$ cat src/rtl/ode_pe_pkg.sv
package ode_pe_pkg;

    localparam int SRC_N   = 10;
    localparam int SRC_W   = $clog2(SRC_N);
    localparam int ROM_N   = 5;
    localparam int ROM_AW  = $clog2(ROM_N);
    localparam int STATE_N = 2;
    localparam int STATE_AW = $clog2(STATE_N);
    localparam int OPND_N  = 4;

    // Constant table layout
    localparam logic [ROM_AW-1:0] K_CR = ROM_AW'(0);
    localparam logic [ROM_AW-1:0] K_CL = ROM_AW'(1);
    localparam logic [ROM_AW-1:0] K_DT = ROM_AW'(2);

    // State store layout
    localparam logic [STATE_AW-1:0] S_VOL  = STATE_AW'(0);
    localparam logic [STATE_AW-1:0] S_FLOW = STATE_AW'(1);

    typedef enum logic [SRC_W-1:0] {
        SRC_ZERO = 4'd0,
        SRC_ROM  = 4'd1,
        SRC_RAM  = 4'd2,
        SRC_TMP  = 4'd3,
        SRC_DF   = 4'd4,
        SRC_DV   = 4'd5,
        SRC_P1   = 4'd6,
        SRC_P2   = 4'd7,
        SRC_FA   = 4'd8,
        SRC_FB   = 4'd9
    } src_e;

    typedef enum logic [1:0] {
        DST_TMP,
        DST_DF,
        DST_DV,
        DST_RAM
    } dst_e;

    typedef enum logic [3:0] {
        ST_IDLE,
        ST_FCR,
        ST_FCL,
        ST_PDIFF,
        ST_DF,
        ST_DV,
        ST_VINC,
        ST_VNEG,
        ST_VACC,
        ST_FINC,
        ST_FNEG,
        ST_FACC,
        ST_DONE
    } step_e;

    typedef struct packed {
        src_e                mul_a;
        src_e                mul_b;
        src_e                sub_a;
        src_e                sub_b;
        logic                use_mul;
        dst_e                dest;
        logic [ROM_AW-1:0]   rom_a;
        logic [STATE_AW-1:0] ram_a;
    } uop_t;

    function automatic uop_t uop_of(step_e s);
        uop_t u;
        u = '{mul_a: SRC_ZERO, mul_b: SRC_ZERO, sub_a: SRC_ZERO, sub_b: SRC_ZERO,
              use_mul: 1'b0, dest: DST_TMP, rom_a: K_CR, ram_a: S_VOL};
        case (s)
            ST_FCR:   begin u.mul_a = SRC_RAM; u.ram_a = S_FLOW; u.mul_b = SRC_ROM;
                            u.rom_a = K_CR; u.use_mul = 1'b1; u.dest = DST_TMP; end
            ST_FCL:   begin u.mul_a = SRC_TMP; u.mul_b = SRC_ROM; u.rom_a = K_CL;
                            u.use_mul = 1'b1; u.dest = DST_TMP; end
            ST_PDIFF: begin u.sub_a = SRC_P1; u.sub_b = SRC_P2; u.dest = DST_DF; end
            ST_DF:    begin u.sub_a = SRC_DF; u.sub_b = SRC_TMP; u.dest = DST_DF; end
            ST_DV:    begin u.sub_a = SRC_FA; u.sub_b = SRC_FB; u.dest = DST_DV; end
            ST_VINC:  begin u.mul_a = SRC_DV; u.mul_b = SRC_ROM; u.rom_a = K_DT;
                            u.use_mul = 1'b1; u.dest = DST_TMP; end
            ST_VNEG:  begin u.sub_a = SRC_ZERO; u.sub_b = SRC_TMP; u.dest = DST_TMP; end
            ST_VACC:  begin u.sub_a = SRC_RAM; u.ram_a = S_VOL; u.sub_b = SRC_TMP;
                            u.dest = DST_RAM; end
            ST_FINC:  begin u.mul_a = SRC_DF; u.mul_b = SRC_ROM; u.rom_a = K_DT;
                            u.use_mul = 1'b1; u.dest = DST_TMP; end
            ST_FNEG:  begin u.sub_a = SRC_ZERO; u.sub_b = SRC_TMP; u.dest = DST_TMP; end
            ST_FACC:  begin u.sub_a = SRC_RAM; u.ram_a = S_FLOW; u.sub_b = SRC_TMP;
                            u.dest = DST_RAM; end
            default:  ;
        endcase
        return u;
    endfunction

endpackage

$ cat src/rtl/ode_const_rom.sv
module ode_const_rom
    import ode_pe_pkg::*;
#(
    parameter int W     = 32,
    parameter int CR_Q  = 32'sh0000_8000,
    parameter int CL_Q  = 32'sh0000_4000,
    parameter int DT_Q  = 32'sh0000_028F,
    parameter int V0_Q  = 32'sh0001_0000,
    parameter int F0_Q  = 32'sh0000_8000
) (
    input  logic [ROM_AW-1:0] addr_i,
    output logic [W-1:0]      data_o,
    output logic [W-1:0]      init_v_o,
    output logic [W-1:0]      init_f_o
);

    always_comb begin
        case (addr_i)
            K_CR:    data_o = W'(CR_Q);
            K_CL:    data_o = W'(CL_Q);
            K_DT:    data_o = W'(DT_Q);
            default: data_o = '0;
        endcase
    end

    assign init_v_o = W'(V0_Q);
    assign init_f_o = W'(F0_Q);

endmodule

$ cat src/rtl/ode_state_ram.sv
module ode_state_ram
    import ode_pe_pkg::*;
#(
    parameter int W = 32
) (
    input  logic                clk,
    input  logic                rst,
    input  logic [W-1:0]        init_v_i,
    input  logic [W-1:0]        init_f_i,
    input  logic [STATE_AW-1:0] addr_i,
    input  logic                we_i,
    input  logic [W-1:0]        wdata_i,
    output logic [W-1:0]        rdata_o,
    output logic [W-1:0]        vol_o,
    output logic [W-1:0]        flow_o
);

    logic [W-1:0] mem_q [STATE_N];
    logic [W-1:0] mem_d [STATE_N];
    logic [W-1:0] init_w [STATE_N];

    assign init_w[0] = init_v_i;
    assign init_w[1] = init_f_i;

    for (genvar i = 0; i < STATE_N; i++) begin : g_word
        always_comb begin
            mem_d[i] = mem_q[i];
            if (rst) begin
                mem_d[i] = init_w[i];
            end else if (we_i && addr_i == STATE_AW'(i)) begin
                mem_d[i] = wdata_i;
            end
        end

        always_ff @(posedge clk) begin
            mem_q[i] <= mem_d[i];
        end
    end

    assign rdata_o = mem_q[addr_i];
    assign vol_o   = mem_q[S_VOL];
    assign flow_o  = mem_q[S_FLOW];

endmodule

$ cat src/rtl/ode_opsel_mux.sv
module ode_opsel_mux
    import ode_pe_pkg::*;
#(
    parameter int W = 32
) (
    input  logic [SRC_N-1:0][W-1:0] srcs_i,
    input  src_e                    sel_i,
    output logic [W-1:0]            opnd_o
);

    always_comb begin
        opnd_o = '0;
        for (int k = 0; k < SRC_N; k++) begin
            if (sel_i == src_e'(k)) begin
                opnd_o = srcs_i[k];
            end
        end
    end

endmodule

$ cat src/rtl/ode_seq_ctrl.sv
module ode_seq_ctrl
    import ode_pe_pkg::*;
#(
    parameter int W = 32
) (
    input  logic                clk,
    input  logic                rst,
    input  logic                start_i,
    input  logic [W-1:0]        p1_i,
    input  logic [W-1:0]        p2_i,
    input  logic [W-1:0]        fa_i,
    input  logic [W-1:0]        fb_i,
    input  logic [W-1:0]        mul_res_i,
    input  logic [W-1:0]        sub_res_i,
    output src_e                sel_o [OPND_N],
    output logic [ROM_AW-1:0]   rom_addr_o,
    output logic [STATE_AW-1:0] ram_addr_o,
    output logic                ram_we_o,
    output logic [W-1:0]        tmp_o,
    output logic [W-1:0]        df_o,
    output logic [W-1:0]        dv_o,
    output logic [W-1:0]        p1_o,
    output logic [W-1:0]        p2_o,
    output logic [W-1:0]        fa_o,
    output logic [W-1:0]        fb_o,
    output logic                busy_o,
    output logic                done_o
);

    typedef struct packed {
        step_e        step;
        logic [W-1:0] tmp;
        logic [W-1:0] df;
        logic [W-1:0] dv;
        logic [W-1:0] p1;
        logic [W-1:0] p2;
        logic [W-1:0] fa;
        logic [W-1:0] fb;
    } ctrl_t;

    ctrl_t c_d, c_q;
    uop_t  uop;
    logic [W-1:0] res;

    always_comb begin
        uop = uop_of(c_q.step);
        res = uop.use_mul ? mul_res_i : sub_res_i;
        c_d = c_q;
        case (c_q.step)
            ST_IDLE: begin
                if (start_i) begin
                    c_d.p1   = p1_i;
                    c_d.p2   = p2_i;
                    c_d.fa   = fa_i;
                    c_d.fb   = fb_i;
                    c_d.step = ST_FCR;
                end
            end
            ST_DONE: c_d.step = ST_IDLE;
            default: begin
                case (uop.dest)
                    DST_TMP: c_d.tmp = res;
                    DST_DF:  c_d.df  = res;
                    DST_DV:  c_d.dv  = res;
                    default: ;
                endcase
                c_d.step = step_e'(c_q.step + 4'd1);
            end
        endcase
        if (rst) begin
            c_d = '0;
            c_d.step = ST_IDLE;
        end
    end

    always_ff @(posedge clk) begin
        c_q <= c_d;
    end

    assign sel_o[0]   = uop.mul_a;
    assign sel_o[1]   = uop.mul_b;
    assign sel_o[2]   = uop.sub_a;
    assign sel_o[3]   = uop.sub_b;
    assign rom_addr_o = uop.rom_a;
    assign ram_addr_o = uop.ram_a;
    assign ram_we_o   = (uop.dest == DST_RAM) && (c_q.step != ST_IDLE) && (c_q.step != ST_DONE);
    assign tmp_o      = c_q.tmp;
    assign df_o       = c_q.df;
    assign dv_o       = c_q.dv;
    assign p1_o       = c_q.p1;
    assign p2_o       = c_q.p2;
    assign fa_o       = c_q.fa;
    assign fb_o       = c_q.fb;
    assign busy_o     = (c_q.step != ST_IDLE);
    assign done_o     = (c_q.step == ST_DONE);

endmodule

$ cat src/rtl/ode_euler_pe.sv
module ode_euler_pe
    import ode_pe_pkg::*;
#(
    parameter int W     = 32,
    parameter int FRAC  = 16,
    parameter int CR_Q  = 32'sh0000_8000,
    parameter int CL_Q  = 32'sh0000_4000,
    parameter int DT_Q  = 32'sh0000_028F,
    parameter int V0_Q  = 32'sh0001_0000,
    parameter int F0_Q  = 32'sh0000_8000
) (
    input  logic         clk,
    input  logic         rst,
    input  logic         start_i,
    input  logic [W-1:0] p1_i,
    input  logic [W-1:0] p2_i,
    input  logic [W-1:0] fa_i,
    input  logic [W-1:0] fb_i,
    output logic         busy_o,
    output logic         done_o,
    output logic [W-1:0] v_o,
    output logic [W-1:0] f_o
);

    localparam int PW = 2 * W;

    src_e                    sel [OPND_N];
    logic [W-1:0]            opnd [OPND_N];
    logic [SRC_N-1:0][W-1:0] srcs;
    logic [ROM_AW-1:0]       rom_addr;
    logic [STATE_AW-1:0]     ram_addr;
    logic                    ram_we;
    logic [W-1:0]            rom_q, ram_q, init_v, init_f;
    logic [W-1:0]            tmp, df, dv, p1c, p2c, fac, fbc;
    logic [W-1:0]            mul_res, sub_res;
    logic signed [PW-1:0]    prod;

    ode_seq_ctrl #(.W(W)) ctrl_i (
        .clk        (clk),
        .rst        (rst),
        .start_i    (start_i),
        .p1_i       (p1_i),
        .p2_i       (p2_i),
        .fa_i       (fa_i),
        .fb_i       (fb_i),
        .mul_res_i  (mul_res),
        .sub_res_i  (sub_res),
        .sel_o      (sel),
        .rom_addr_o (rom_addr),
        .ram_addr_o (ram_addr),
        .ram_we_o   (ram_we),
        .tmp_o      (tmp),
        .df_o       (df),
        .dv_o       (dv),
        .p1_o       (p1c),
        .p2_o       (p2c),
        .fa_o       (fac),
        .fb_o       (fbc),
        .busy_o     (busy_o),
        .done_o     (done_o)
    );

    ode_const_rom #(
        .W(W), .CR_Q(CR_Q), .CL_Q(CL_Q), .DT_Q(DT_Q), .V0_Q(V0_Q), .F0_Q(F0_Q)
    ) rom_i (
        .addr_i   (rom_addr),
        .data_o   (rom_q),
        .init_v_o (init_v),
        .init_f_o (init_f)
    );

    ode_state_ram #(.W(W)) ram_i (
        .clk      (clk),
        .rst      (rst),
        .init_v_i (init_v),
        .init_f_i (init_f),
        .addr_i   (ram_addr),
        .we_i     (ram_we),
        .wdata_i  (sub_res),
        .rdata_o  (ram_q),
        .vol_o    (v_o),
        .flow_o   (f_o)
    );

    assign srcs[SRC_ZERO] = '0;
    assign srcs[SRC_ROM]  = rom_q;
    assign srcs[SRC_RAM]  = ram_q;
    assign srcs[SRC_TMP]  = tmp;
    assign srcs[SRC_DF]   = df;
    assign srcs[SRC_DV]   = dv;
    assign srcs[SRC_P1]   = p1c;
    assign srcs[SRC_P2]   = p2c;
    assign srcs[SRC_FA]   = fac;
    assign srcs[SRC_FB]   = fbc;

    for (genvar k = 0; k < OPND_N; k++) begin : g_opnd
        ode_opsel_mux #(.W(W)) mux_i (
            .srcs_i (srcs),
            .sel_i  (sel[k]),
            .opnd_o (opnd[k])
        );
    end

    // Shared multiplier: full product, arithmetic shift back to Q format
    assign prod    = PW'($signed(opnd[0])) * PW'($signed(opnd[1]));
    assign mul_res = W'(prod >>> FRAC);

    // Shared subtractor: wraps modulo 2^W
    assign sub_res = opnd[2] - opnd[3];

endmodule

$ cat config.mk
export PLATFORM = sky130hd
export DESIGN_NAME = ode_euler_pe
export DESIGN_NICKNAME = d
export VERILOG_FILES = /design/src/rtl/ode_pe_pkg.sv /design/src/rtl/ode_const_rom.sv /design/src/rtl/ode_state_ram.sv /design/src/rtl/ode_opsel_mux.sv /design/src/rtl/ode_seq_ctrl.sv /design/src/rtl/ode_euler_pe.sv
export SDC_FILE = /design/constraint.sdc
export NUM_CORES = 1
export LEC_CHECK = 0
export BUFFER_PORTS_ARGS = -buffer_cell sky130_fd_sc_hd__buf_2
export CAP_MARGIN = 10
export CORE_ASPECT_RATIO = 1.2
export CORE_UTILIZATION = 67
export CTS_CLUSTER_DIAMETER = 100
export DETAILED_ROUTE_END_ITERATION = 10
export PLACE_DENSITY = 0.88
export SYNTH_ARGS = -nofsm -noshare
export SYNTH_HDL_FRONTEND = slang
export SYNTH_SLANG_ARGS = --single-unit
$ cat constraint.sdc
create_clock -name clk -period 11.1 [get_ports clk]
set_clock_uncertainty 0.05 [all_clocks]
set_input_delay 1.11 -clock clk [delete_from_list [all_inputs] [get_ports clk]]
set_output_delay 1.11 -clock clk [all_outputs]
set_load 0.03 [all_outputs]
Yosys cells after proc, flatten, opt, wreduce, memory -nomap -nowiden

Memories as Yosys holds them, arrays and structs flattened.
Index checks and enable logic that the tools add are counted.
Widths: inputs -> output; s select.

Bits in registers: 228
Bits in latches: 0
Bits in writable memories: 64
Bits in read-only memories: 0
Input port bits: 131
Memories: 1

Memories:

| name        | depth | width | rd ports | clocked after Yosys merged registers in | write ports | line                | RTL |
|---|---|---|---|---|---|---|---|
| ram_i.mem_q | 2     | 32    | 3        | 0                                       | 2           | ode_state_ram.sv:18 | `logic [W-1:0] mem_q [STATE_N];` |

Add/subtract/negate cells: 2
Multiply operators: 1
Div/mod/pow operators: 0
$lt $le $gt $ge: 0
Equality and inequality tests: 57
Shift-type cells: 0
Muxes and demuxes: 50
Bitwise operators: 2
Reductions and logical operators: 19

Operators with widths:

| cell                | number |
|---|---|
| $mux 32             | 37 |
| $eq 4x3->1 const B  | 16 |
| $mux 16             | 4 |
| $mul 32x32->48      | 1 |
| $pmux 16 s3         | 1 |
| $eq 4x4->1 const B  | 11 |
| $pmux 8 s5          | 1 |
| $eq 4x2->1 const B  | 8 |
| $sub 32x32->32      | 1 |
| $pmux 7 s4          | 1 |
| $eq 4x1->1 const B  | 4 |
| $eq 3x3->1 const B  | 4 |
| $reduce_or 2->1     | 6 |
| $eq 3x4->1 const B  | 2 |
| $pmux 4 s2          | 1 |
| $reduce_and 2->1    | 4 |
| $eq 2x2->1 const B  | 3 |
| $eq 3x2->1 const B  | 2 |
| $ne 2x2->1 const B  | 3 |
| $pmux 2 s3          | 1 |
| $add 4x1->4 const B | 1 |
| $eq 2x1->1 const B  | 2 |
| $logic_and 1x1->1   | 4 |
| $logic_not 4->1     | 1 |
| 10 further kinds    | 12 |

Depth between registers and ports, before layout

Depth in word-level cells: 17
Mapped depth: 32
Gate-level depth less buffers: 30

Hierarchy

Synthesis repeated with hierarchy kept, for this count alone.

Cells, all modules: 6591
Area total of the unflattened synthesis: 56864.5 sq um

Modules (own cells, without submodules):

| module        | instances | cells each | area an instance (sq um) |
|---|---|---|---|
| ode_euler_pe  | 1         | 3287       | 29821.1 |
| ode_opsel_mux | 4         | 417        | 3079.2 |
| ode_seq_ctrl  | 1         | 1264       | 10780.3 |
| ode_state_ram | 1         | 274        | 3220.6 |
| ode_const_rom | 1         | 98         | 725.7 |

Least setup slack after synthesis

No wires, ideal clock.

Path type: flip-flop to flip-flop
Start point: register ctrl_i.c_q[224] (netlist name)
End point: register ctrl_i.c_q (netlist bit ctrl_i.df_o[31])
Library setup time: 79 ps
Arrival time: 7276 ps
Required time: 10971 ps
Path slack: 3695 ps
Stages on the path, launching flop included: 29
Buffers on the path: 3
Period minus slack after synthesis: 7405 ps
Cell sequence: dfxtp_1 -> ha_1 -> inv_2 -> nor2_2 -> clkbuf_1 -> clkbuf_1 -> a22oi_1 -> inv_1 -> ha_1 -> fa_1 -> inv_1 -> fa_1 -> inv_1 -> ha_1 -> fa_1 -> ha_1 -> fa_1 -> fa_1 -> ha_1 -> buf_2 -> nand4_1 -> nor3_1 -> o2111a_1 -> o21ba_2 -> a21o_1 -> a31oi_2 -> xnor2_1 -> mux2_2 -> a211oi_2

Longest elaborated chain between the ends: 16
Elaborated cells on any way between the ends: 109
Classes of those cells: 1 x add/sub; 1 x mul; 51 x eq/ne; 44 x mux; 1 x bitwise; 10 x reduce/logical; 1 x memory

Ends and longest elaborated chain:

| element                                                 | line                                     | RTL |
|---|---|---|
| start, declared                                         | ode_seq_ctrl.sv:41                       | `ctrl_t c_d, c_q;` |
| start signal, assigned                                  | ode_seq_ctrl.sv:77                       | `c_q <= c_d;` |
| $eq 4x3->1 / $eq 4x4->1 (equally long branches)         | ode_pe_pkg.sv:71                         | `case (s)` |
| $reduce_or 2->1 (no line)                               | --                                       |  |
| $pmux 2 s2                                              | ode_pe_pkg.sv:71                         |  |
| $eq 2x2->1, or another cell as far along                | ode_const_rom.sv:18                      | `case (addr_i)` |
| $pmux 16 s3                                             | ode_const_rom.sv:18                      |  |
| $mux 16                                                 | ode_opsel_mux.sv:14                      | `if (sel_i == src_e'(k)) begin` |
| $mux 32 (8 in a row)                                    | ode_opsel_mux.sv:14                      |  |
| $mul 32x32->48 / $sub 32x32->32 (equally long branches) | ode_euler_pe.sv:105, ode_euler_pe.sv:109 |  |
| $mux 32                                                 | ode_seq_ctrl.sv:47                       | `res = uop.use_mul ? mul_res_i : sub_res_i;` |

Several ways; a longest one is shown, not always the timed one.
A chain may end at the register's enable or synchronous reset.

Worst setup path after layout

Start point: register ctrl_i.c_q[224] (netlist name)
End point: register ctrl_i.c_q (netlist bit ctrl_i.dv_o[21])

The elaborated chain is that of the path after synthesis.

==> metrics list <==
- IR drop worst, VDD: 0.0001412 V
* CP Max Fanout: 38
- The first TritonRoute pass finished after 11 iterations.
- Outcome: finished with violations
* Max Cap Violations: 0
- Dividing total power by cell area gives a power density of approximately 130 nW/um^2.
- TritonCTS created 27 clock buffers.
- Antenna violations before repair: 2
- Final critical-path share of the clock period: 0.7954
- Buffers on Ports: approximately 200
* Synth area leaders: sky130_fd_sc_hd__dfxtp_1 24%, sky130_fd_sc_hd__ha_1 16%, sky130_fd_sc_hd__fa_1 16%
- Worst flop-to-flop path endpoint: ctrl_i.dv_o[21]
- Dpl hpwl: 55680 um
- Number of top-level design ports: roughly 200
- sky130_fd_sc_hd__nand2_1 is the most common cell in the netlist.
* Post-Synthesis Net Count: 3434
- Number of vias after detailed routing: around 22k
- Type of the worst setup path: flop to flop
- Y dimension of the die: about 210 um
* Synth async-reset ratio: 0
- After the last flow step, the layout net total stands at ~3.5k.
* Worst R2R Path Depth: 28
- Most frequent cell on the critical path: sky130_fd_sc_hd__inv_1
- Number of instances in the synthesized netlist: ~2.8k
- Global-route congestion overflow total: 0
* Data arrival, critical path: between 9 and 10 ns
* Rel. slew slack: 0.2614
* Detailed-route wire length: about 72000 um
* Unique masters post-synth: 69
- Hold path startpoint: ctrl_i.fb_o[14]
* Kind of end point of the critical path: flop
* Hold WC Path Type: flop to flop
* Critical-path cell with the highest stage delay: sky130_fd_sc_hd__and2_1
* Instance area after placement: 25110 um^2
* Cts repair resizes: 0
* Final total power: 3411 uW
- Core outline area: between 30000 and 40000 um^2
* Number of vias per cell: between 6 and 7
* Layout-stage area growth over the synthesis result: 8.890%
* Req. time, crit path: between 10 and 15 ns
- For this block, the initial DRC count from the detailed router was 2837.
* Global Route Usage Sum: 0.3905
- For this run, design rule violations remaining after detail routing come to 4.
* Root Driver: sky130_fd_sc_hd__clkbuf_16
* Finished Layout Cells: approximately 3.4k
- The number of global-route vias before repair was slightly above 20k.
* Setup violation total in the final timing report: 0
- Sequential-to-total area share from yosys stat: 0.2447
- In this run the critical register-to-register path is launched from ctrl_i.c_q[224].
- FF-to-FF setup slack: approximately 2.3 ns
- Pin count of the biggest net entering global routing: 137
* Worst hold margin: 0.4075 ns
* Worst Hold Depth: 2
* Post-Synthesis Cell Area: around 24000 um^2
- The final hold violation count was 0.
- In this run the number of H-tree levels came out at 1.
- Dividing the synthesized area by the synthesized cell count gives 8.485 um^2.
- The finished cells cover 26010 um^2.
- Clock tree synthesis found a total of just under 300 sinks.
* Hold endpoint: ctrl_i.fb_o[14]
- The floorplan step defined a die boundary enclosing ~36000 um^2.
- Ranked by instance count, the synthesized netlist is headed by 417 x sky130_fd_sc_hd__nand2_1, 303 x sky130_fd_sc_hd__ha_1, 292 x sky130_fd_sc_hd__a21oi_1, 292 x sky130_fd_sc_hd__dfxtp_1, 280 x sky130_fd_sc_hd__inv_1.
- Startpoint type of the worst setup path: flop
* Clock latency on the worst-skew pair: around 0.55 ns
* Average wire length per cell after detail routing: 21.24 um
* Number of standard-cell rows in the floorplan: 75
- The count of nets left with antenna violations once routing finished came out at 0.
- Of the cells placed in the final design, the portion with a size suffix greater than 1 is 0.1133.
* Initial cell density of the core: 0.6824
- The first global-routing pass estimated roughly 110000 um of wire.
* Most used DFF post-synth: sky130_fd_sc_hd__dfxtp_1
- EDFF count, synth: 0
* Number of pins exceeding their max-slew limit in the final report: 0
* Violated checks: design-rule violations
* Routability cong.: between 1 and 1.5
- Derived from the worst setup path, the maximum achievable clock frequency is ~110 MHz.
* Total number of yosys warnings: 0
- Worst stage delay on the critical path: just over 0.8 ns
- Number of filler instances in the final layout: ~2.6k
- Clock transition at path regs: around 0.07 ns
* Setup repair after global routing missed its margin: no
* Area share of the largest cell type after synthesis: 0.2447
* Die width: 174.4 um
- Counting flops and latches in the post-synthesis netlist gives roughly 300.
- Leak Pwr: 0.01315 uW
- Setup tns final: 0 ns
* Yosys top cell by area: sky130_fd_sc_hd__dfxtp_1
- Pin slew with the least headroom to its limit: between 1 and 1.5 ns
- Hold buffer count at cts: 0
- The smallest clock period supported by the final layout is computed as slightly below 9 ns.
- In this run, placement finished with an instance count of approximately 3.3k.
- TritonCTS built the clock tree.
- In this run the deepest clock path goes through 3 buffers.
* Setup repair bufs after CTS: 0
[layer usage]
layer  routed length [um]  GRT usage  vias up
met1                29680     0.5585    10280
met5                    0          0        -
li1                     -          -     9793
met2                32160     0.6075     1268
met3                 7572    0.04676      186
met4                 2468     0.1422        0
[critical path: cells and delay by family (launching register included)]
| family | cells | cell delay, ns |
|---|---|---|
| adders and majority gates | 10 | 3.79 |
| AOI/OAI and AO/OA | 6 | 1.74 |
| and+or+nand+nor | 3 | 1.30 |
| buffers and inverters | 7 | 1.05 |
| DFF | 1 | 0.36 |
| xor gates and xnor gates | 1 | 0.27 |
| muxes | 1 | 0.18 |
[flip-flops by register name, indices dropped and copies added, names as in the netlist]
signal and cells:
ctrl_i.p1_o 32, ctrl_i.c_q 4, ctrl_i.p2_o 32, ctrl_i.dv_o 32
ctrl_i.tmp_o 32, ctrl_i.df_o 32, ctrl_i.fa_o 32, ctrl_i.fb_o 32
ram_i.mem_q 64
[stage by stage]
step	setup WS (ns)	util
after detailed placement	2.364	0.7173
final	2.271	0.7430
after global routing	1.713	0.7430
after CTS	2.363	0.7429
after floorplan	3.695	-
after global placement	2.439	0.7173
[worst max-delay path by stage]
stage                         start               end  slack, ns  cells after the start
finish              ctrl_i.c_q[224]   ctrl_i.dv_o[21]       2.27                     28
global placement    ctrl_i.c_q[224]  ctrl_i.tmp_o[31]       2.44                     26
global route        ctrl_i.c_q[224]   ctrl_i.dv_o[26]       1.71                     28
detailed placement  ctrl_i.c_q[224]  ctrl_i.tmp_o[21]       2.36                     26
CTS                 ctrl_i.c_q[224]   ctrl_i.dv_o[21]       2.36                     28
floorplan           ctrl_i.c_q[224]   ctrl_i.df_o[31]       3.69                     28
[cell type report]
type / instances / area, um^2 / share of cell area
Clock inverter: 12 / 166.4 / 0.006399
Clock buffer: 34 / 732.0 / 0.02814
Inverter: 283 / 1062 / 0.04084
Timing Repair Buffer: 224 / 1200 / 0.04614
Antenna cell: 1 / 2.502 / 0.00009622
Multi-Input combinational cell: 2076 / 16420 / 0.6314
Tap cell: 462 / 578.1 / 0.02223
Sequential cell: 292 / 5846 / 0.2248
[cell usage in the layout, fill, tap and decap left out, drive strengths merged, types with 35 or more instances in the layout]
cell type,netlist,layout
nor2,222,222
nand2,417,417
fa,185,185
buf,20,223
a22oi,40,40
ha,303,303
dfxtp,292,292
a21oi,294,294
nor3,41,41
inv,283,284
a211oi,75,75
a222oi,60,60
clkbuf,144,35
xnor2,51,51
and3,49,49
o21ai,59,59
[power breakdown]
group	internal (uW)	switching (uW)
sequential	1160	131
combinational	374	772
clock	558	414
total	2090	1320
[cell families (layout without fill, tap and decap cells)]
group,count (synthesis),in the layout,synth area share
buf+inv,447,553,0.07072
other cells,0,1,0
flops,292,292,0.2447
simple gates,819,819,0.1455
fa+ha+maj,488,488,0.3138
mux,43,43,0.01944
xor+xnor,69,69,0.02530
compound gates,657,657,0.1805
Power figures use the tool's default switching activity.
